## config.mk

```make
export PLATFORM = sky130hd
export DESIGN_NAME = srst_bank
export DESIGN_NICKNAME = d
export VERILOG_FILES = /design/src/rtl/srst_pkg.sv /design/src/rtl/srst_decode.sv /design/src/rtl/srst_word.sv /design/src/rtl/srst_rdmux.sv /design/src/rtl/srst_bank.sv
export SDC_FILE = /design/constraint.sdc
export NUM_CORES = 1
export LEC_CHECK = 0
export ABC_AREA = 1
export BUFFER_PORTS_ARGS = -buffer_cell sky130_fd_sc_hd__buf_2
export CORE_MARGIN = 2
export CORE_UTILIZATION = 50
export DETAILED_ROUTE_END_ITERATION = 8
export PLACE_DENSITY = 0.81
export SLEW_MARGIN = 5
export SYNTH_ARGS = -nofsm -noshare
export SYNTH_HDL_FRONTEND = slang
export SYNTH_SLANG_ARGS = --single-unit
```

## constraint.sdc

```tcl
create_clock -name clk -period 1.4 [get_ports clk]
set_input_delay 0.28 -clock clk [delete_from_list [all_inputs] [get_ports clk]]
set_output_delay 0.28 -clock clk [all_outputs]
set_load 0.005 [all_outputs]
```

## src/rtl/srst_pkg.sv

```systemverilog
package srst_pkg;
  localparam int WORD_W = 32;
  localparam int HALF_W = 16;

  // lines carried by one register for a given mode
  function automatic int lines_per_reg(input int masked);
    return (masked != 0) ? HALF_W : WORD_W;
  endfunction
endpackage

```

## src/rtl/srst_decode.sv

```systemverilog
module srst_decode #(
  parameter int ADDR_W   = 6,
  parameter int NUM_REGS = 4
) (
  input  logic [ADDR_W-1:0]   addr,
  output logic                hit,
  output logic [NUM_REGS-1:0] sel
);
  localparam int IDX_W = ADDR_W - 2;

  logic [IDX_W-1:0] idx;

  always_comb begin
    idx = addr[ADDR_W-1:2];
    hit = (32'(idx) < NUM_REGS);
    for (int k = 0; k < NUM_REGS; k++) begin
      sel[k] = hit && (32'(idx) == k);
    end
  end
endmodule

```

## src/rtl/srst_word.sv

```systemverilog
module srst_word #(
  parameter int               MASKED  = 1,
  parameter int               LINES   = 16,
  parameter logic [LINES-1:0] RST_VAL = '0
) (
  input  logic             clk,
  input  logic             rst_n,
  input  logic             wr_en,
  input  logic [31:0]      wdata,
  output logic [LINES-1:0] q
);
  logic [LINES-1:0] q_nxt;

  generate
    if (MASKED != 0) begin : g_masked
      logic [LINES-1:0] en;
      assign en = wdata[31:16];
      always_comb begin
        q_nxt = q;
        if (wr_en) q_nxt = (q & ~en) | (wdata[LINES-1:0] & en);
      end

      AST_MASKED_LOAD: assert property (@(posedge clk) disable iff (!rst_n)
        wr_en |=> ((q & $past(wdata[31:16])) == ($past(wdata[15:0]) & $past(wdata[31:16]))))
        else $error("masked load");
      AST_MASKED_CLEAR: assert property (@(posedge clk) disable iff (!rst_n)
        wr_en |=> ((q & $past(wdata[31:16]) & ~$past(wdata[15:0])) == '0))
        else $error("masked clear");
      AST_MASKED_HOLD: assert property (@(posedge clk) disable iff (!rst_n)
        wr_en |=> ((q & ~$past(wdata[31:16])) == ($past(q) & ~$past(wdata[31:16]))))
        else $error("masked hold");
    end else begin : g_plain
      always_comb begin
        q_nxt = q;
        if (wr_en) q_nxt = wdata[LINES-1:0];
      end

      AST_PLAIN_REPLACE: assert property (@(posedge clk) disable iff (!rst_n)
        wr_en |=> (q == $past(wdata[LINES-1:0])))
        else $error("plain replace");
    end
  endgenerate

  always_ff @(posedge clk or negedge rst_n) begin
    if (!rst_n) q <= RST_VAL;
    else if (wr_en) q <= q_nxt;
  end

  AST_IDLE_STABLE: assert property (@(posedge clk) disable iff (!rst_n)
    !wr_en |=> $stable(q))
    else $error("idle stable");
endmodule

```

## src/rtl/srst_rdmux.sv

```systemverilog
module srst_rdmux #(
  parameter int NUM_REGS = 4,
  parameter int LINES    = 16
) (
  input  logic                      re,
  input  logic [NUM_REGS-1:0]       sel,
  input  logic [NUM_REGS*LINES-1:0] flat,
  output logic [31:0]               rdata
);
  always_comb begin
    rdata = '0;
    for (int k = 0; k < NUM_REGS; k++) begin
      if (re && sel[k]) rdata[LINES-1:0] = flat[k*LINES +: LINES];
    end
  end
endmodule

```

## src/rtl/srst_bank.sv

```systemverilog
module srst_bank #(
  parameter int ADDR_W   = 6,
  parameter int NUM_REGS = 4,
  parameter int MASKED   = 1,
  parameter logic [NUM_REGS*srst_pkg::lines_per_reg(MASKED)-1:0] RST_VAL = '0
) (
  input  logic                clk,
  input  logic                rst_n,
  input  logic [ADDR_W-1:0]   bus_addr,
  input  logic                bus_we,
  input  logic [31:0]         bus_wdata,
  input  logic                bus_re,
  output logic [31:0]         bus_rdata,
  output logic [NUM_REGS*srst_pkg::lines_per_reg(MASKED)-1:0] rst_lines
);
  localparam int LINES = srst_pkg::lines_per_reg(MASKED);
  localparam int TOTAL = NUM_REGS * LINES;

  logic                hit;
  logic [NUM_REGS-1:0] sel;

  srst_decode #(.ADDR_W(ADDR_W), .NUM_REGS(NUM_REGS)) u_decode (
    .addr(bus_addr), .hit(hit), .sel(sel)
  );

  generate
    for (genvar k = 0; k < NUM_REGS; k++) begin : g_reg
      srst_word #(
        .MASKED (MASKED),
        .LINES  (LINES),
        .RST_VAL(RST_VAL[k*LINES +: LINES])
      ) u_word (
        .clk  (clk),
        .rst_n(rst_n),
        .wr_en(bus_we && sel[k]),
        .wdata(bus_wdata),
        .q    (rst_lines[k*LINES +: LINES])
      );
    end
  endgenerate

  srst_rdmux #(.NUM_REGS(NUM_REGS), .LINES(LINES)) u_rdmux (
    .re(bus_re), .sel(sel), .flat(rst_lines), .rdata(bus_rdata)
  );

  AST_MISS_WRITE_IGNORED: assert property (@(posedge clk) disable iff (!rst_n)
    (bus_we && !hit) |=> $stable(rst_lines))
    else $error("miss write");
  AST_MISS_READ_ZERO: assert property (@(posedge clk) disable iff (!rst_n)
    (bus_re && !hit) |-> (bus_rdata == 32'd0))
    else $error("miss read");
  AST_IDLE_READ_ZERO: assert property (@(posedge clk) disable iff (!rst_n)
    !bus_re |-> (bus_rdata == 32'd0))
    else $error("idle read");
  AST_SEL_ONEHOT: assert property (@(posedge clk) disable iff (!rst_n)
    $onehot0(sel))
    else $error("select");
  AST_RESET_STATE: assert property (@(posedge clk)
    $rose(rst_n) |-> (rst_lines == RST_VAL))
    else $error("reset state");
  generate
    if (MASKED != 0) begin : g_upper_chk
      AST_UPPER_ZERO: assert property (@(posedge clk) disable iff (!rst_n)
        bus_rdata[31:16] == 16'd0)
        else $error("upper read");
    end
  endgenerate
endmodule

```

==> impl_metrics.env <==
export IMPL_clockBufferDepth=2
export IMPL_port_buffers=119
export IMPL_ys_seq_area_frac=0.435
export IMPL_leakage_nw=2.62
export IMPL_ir_drop_v=0.000584
export IMPL_ys_types=17
export IMPL_dr_first_iter_drc_count=316
export IMPL_die_area_um2=8060
export IMPL_setup_tns_ns=-0.101
export IMPL_diodes=0
export IMPL_fmax_ghz=0.701
export IMPL_status="finished with violations"
export IMPL_cts_made_buffers=9
export IMPL_hold_violations=0
export IMPL_criticalPathCategory="in2out"
export IMPL_synth_edf_count=0
export IMPL_crit_arrival_ns=1.15
export IMPL_start_kind="input pin"
export IMPL_cts_tree="built"
export IMPL_met1_usage=0.330
export IMPL_synthesis_instances=480
export IMPL_final_common_cell="nand2_1"
export IMPL_gp_congestion=0.862
export IMPL_overflow=0
export IMPL_via_per_inst=5.65
export IMPL_clkSlewWorstSetupHoldPaths_ns=0.08
export IMPL_cp_max_fo=9
export IMPL_clock_latency_ns=0.35
export IMPL_detail_route_wirelength_um=11500
export IMPL_drive_gt1_frac=0.322
export IMPL_hpwl_um=7170
export IMPL_netlist_area_um2=3680
export IMPL_layout_common_cells="193 x nand2_1, 115 x buf_2, 80 x nand4_1, 65 x nand3_1, 64 x dfrtp_1"
export IMPL_gr_usage_met3=0.0671
export IMPL_p_int_mw=3.67
export IMPL_p_seq_frac=0.458
export IMPL_power_mw=5.40
export IMPL_rows=31
export IMPL_violations="setup timing"
export IMPL_grt_max_degree=65
export IMPL_drc=0
export IMPL_clock_sinks=64
export IMPL_rsz0062_at_grt="true"
export IMPL_vias=4077
export IMPL_dp_slack_ns=-0.0420
export IMPL_endpoint_kind="primary output"
export IMPL_avgSynthCellArea_um2=7.66
export IMPL_drv_cap=0
export IMPL_final_area_um2=4920
export IMPL_finClkSkew_ns=0
export IMPL_area_growth_syn_to_layout_pct=33.8
export IMPL_num_fill_cells=593
export IMPL_initial_utilization=0.513
export IMPL_ant_nets=0
export IMPL_min_delay_path_class="in2reg"
export IMPL_dr_pass1_iters=5
export IMPL_coreArea_um2=7180
export IMPL_setup_viol=8
export IMPL_power_switching_mw=1.73
export IMPL_die_y_um=89.8
export IMPL_post_route_period_util=1.02
export IMPL_die_x_um=89.8
export IMPL_synthArstFlopShare=1.00
export IMPL_crit_required_ns=1.12
export IMPL_synth_warnings=0
export IMPL_top_usage_layer="met2"
export IMPL_p_sw_frac=0.320
export IMPL_h_tree_depth=3
export IMPL_fin_ws_ns=-0.0269
export IMPL_power_share_clock=0.289
export IMPL_ys_flop_type="dfrtp_1"
export IMPL_p_comb_frac=0.253
export IMPL_cellPowerDensity_nw_per_um2=1100
export IMPL_grt_pass1_vias=3610
export IMPL_ys_ff_latch=64
export IMPL_root_buffer="clkbuf_8"
export IMPL_grt_pass1_wl_um=17200
export IMPL_grtUsageTotal=0.263
export IMPL_boundaryPins=138
export IMPL_dpl_cell_area_um2=4400
export IMPL_timing_final_crit_period_ns=1.43
export IMPL_slew_viol_final=0
export IMPL_antenna_found_initial=0
export IMPL_nNetsFinal=659
export IMPL_post_drt_wl_per_cell_um=15.9
export IMPL_gr_usage_met2=0.434
-- logic make-up after synthesis --
family / Yosys count / synth area share
simple gates: 348 / 0.449
buf+inv: 67 / 0.115
flops: 64 / 0.435
other cells: 1 / 0.00102
-- per-stage QoR --
step | hold slack, ns | instances | utilization
3_5_place_dp | 0.321 | 678 | 0.613
2_1_floorplan | -0.0156 | 495 | -
3_3_place_gp | 0.317 | 678 | 0.613
5_1_grt | 0.200 | 721 | 0.686
6_report | 0.205 | 721 | 0.686
4_1_cts | 0.199 | 697 | 0.646
-- metal layers --
metal  wire, µm  vias up
met5          0        -
met4        247        0
met3        978       21
met2       5720      240
met1       4510     1931
li1           -     1885
-- power by group through the flow --
stage	logic (mW)	clock network (mW)	registers [mW]
detailed placement	1.13	0	2.50
global route	1.50	1.67	2.51
global placement	1.08	0	2.50
CTS	1.15	1.57	2.47
floorplan	0.492	0	2.50
finish	1.37	1.56	2.47
-- path summary, 6_finish.rpt --
path,from,endpoint,slack (ns),cells past startpoint
worst max-delay path,bus_addr[4],bus_rdata[13],-0.03,7
worst min-delay path,bus_wdata[8],flip-flop,0.21,3
worst max register to register,flip-flop,flip-flop,0.62,3
worst min register to register,flip-flop,flip-flop,0.50,2
max in group asynchronous,rst_n,async pin,0.62,3
min in group asynchronous,rst_n,async pin,0.46,3
-- layout make-up --
cell class / count / area, µm² / share of cell area
Multi-Input combinational cell: 364 / 1720 / 0.350
Clock inverter: 5 / 56.3 / 0.0114
Timing Repair Buffer: 173 / 1270 / 0.258
Inverter: 5 / 18.8 / 0.00381
Sequential cell: 64 / 1600 / 0.325
Clock buffer: 11 / 131 / 0.0267
Tap cell: 99 / 124 / 0.0252
-- Yosys cell counts (2+ instances only) --
master / instances / area [µm²]
nand3_1: 65 / 325
inv_2: 4 / 15.0
nand4_1: 80 / 500
nand2_2: 2 / 12.5
dfrtp_1: 64 / 1600
buf_1: 2 / 7.51
buf_2: 22 / 110
clkbuf_1: 9 / 33.8
buf_6: 9 / 101
nand2_1: 193 / 724
nor2_4: 4 / 45.0
buf_4: 20 / 150
nor2_2: 2 / 12.5
-- critical path, stage by stage --
cell and delay (ns):
buf_6 0.09, nor2_4 0.11, buf_12 0.16, clkbuf_16 0.16
nand4_1 0.09, nand4_1 0.12, buf_2 0.13
-- repair_timing --
| action | in CTS | in global routing |
|---|---|---|
| gates cloned | 0 | 6 |
| endpoints found under the hold margin | 64 | 0 |
| pin swaps | 3 | 18 |
| buffers inserted | 2 | 18 |
| hold buffers | 1 | 0 |
| setup endpoints to repair | 11 | 16 |
| gates resized for setup | 7 | 8 |
No activity file was read; power rests on OpenSTA's default activity.
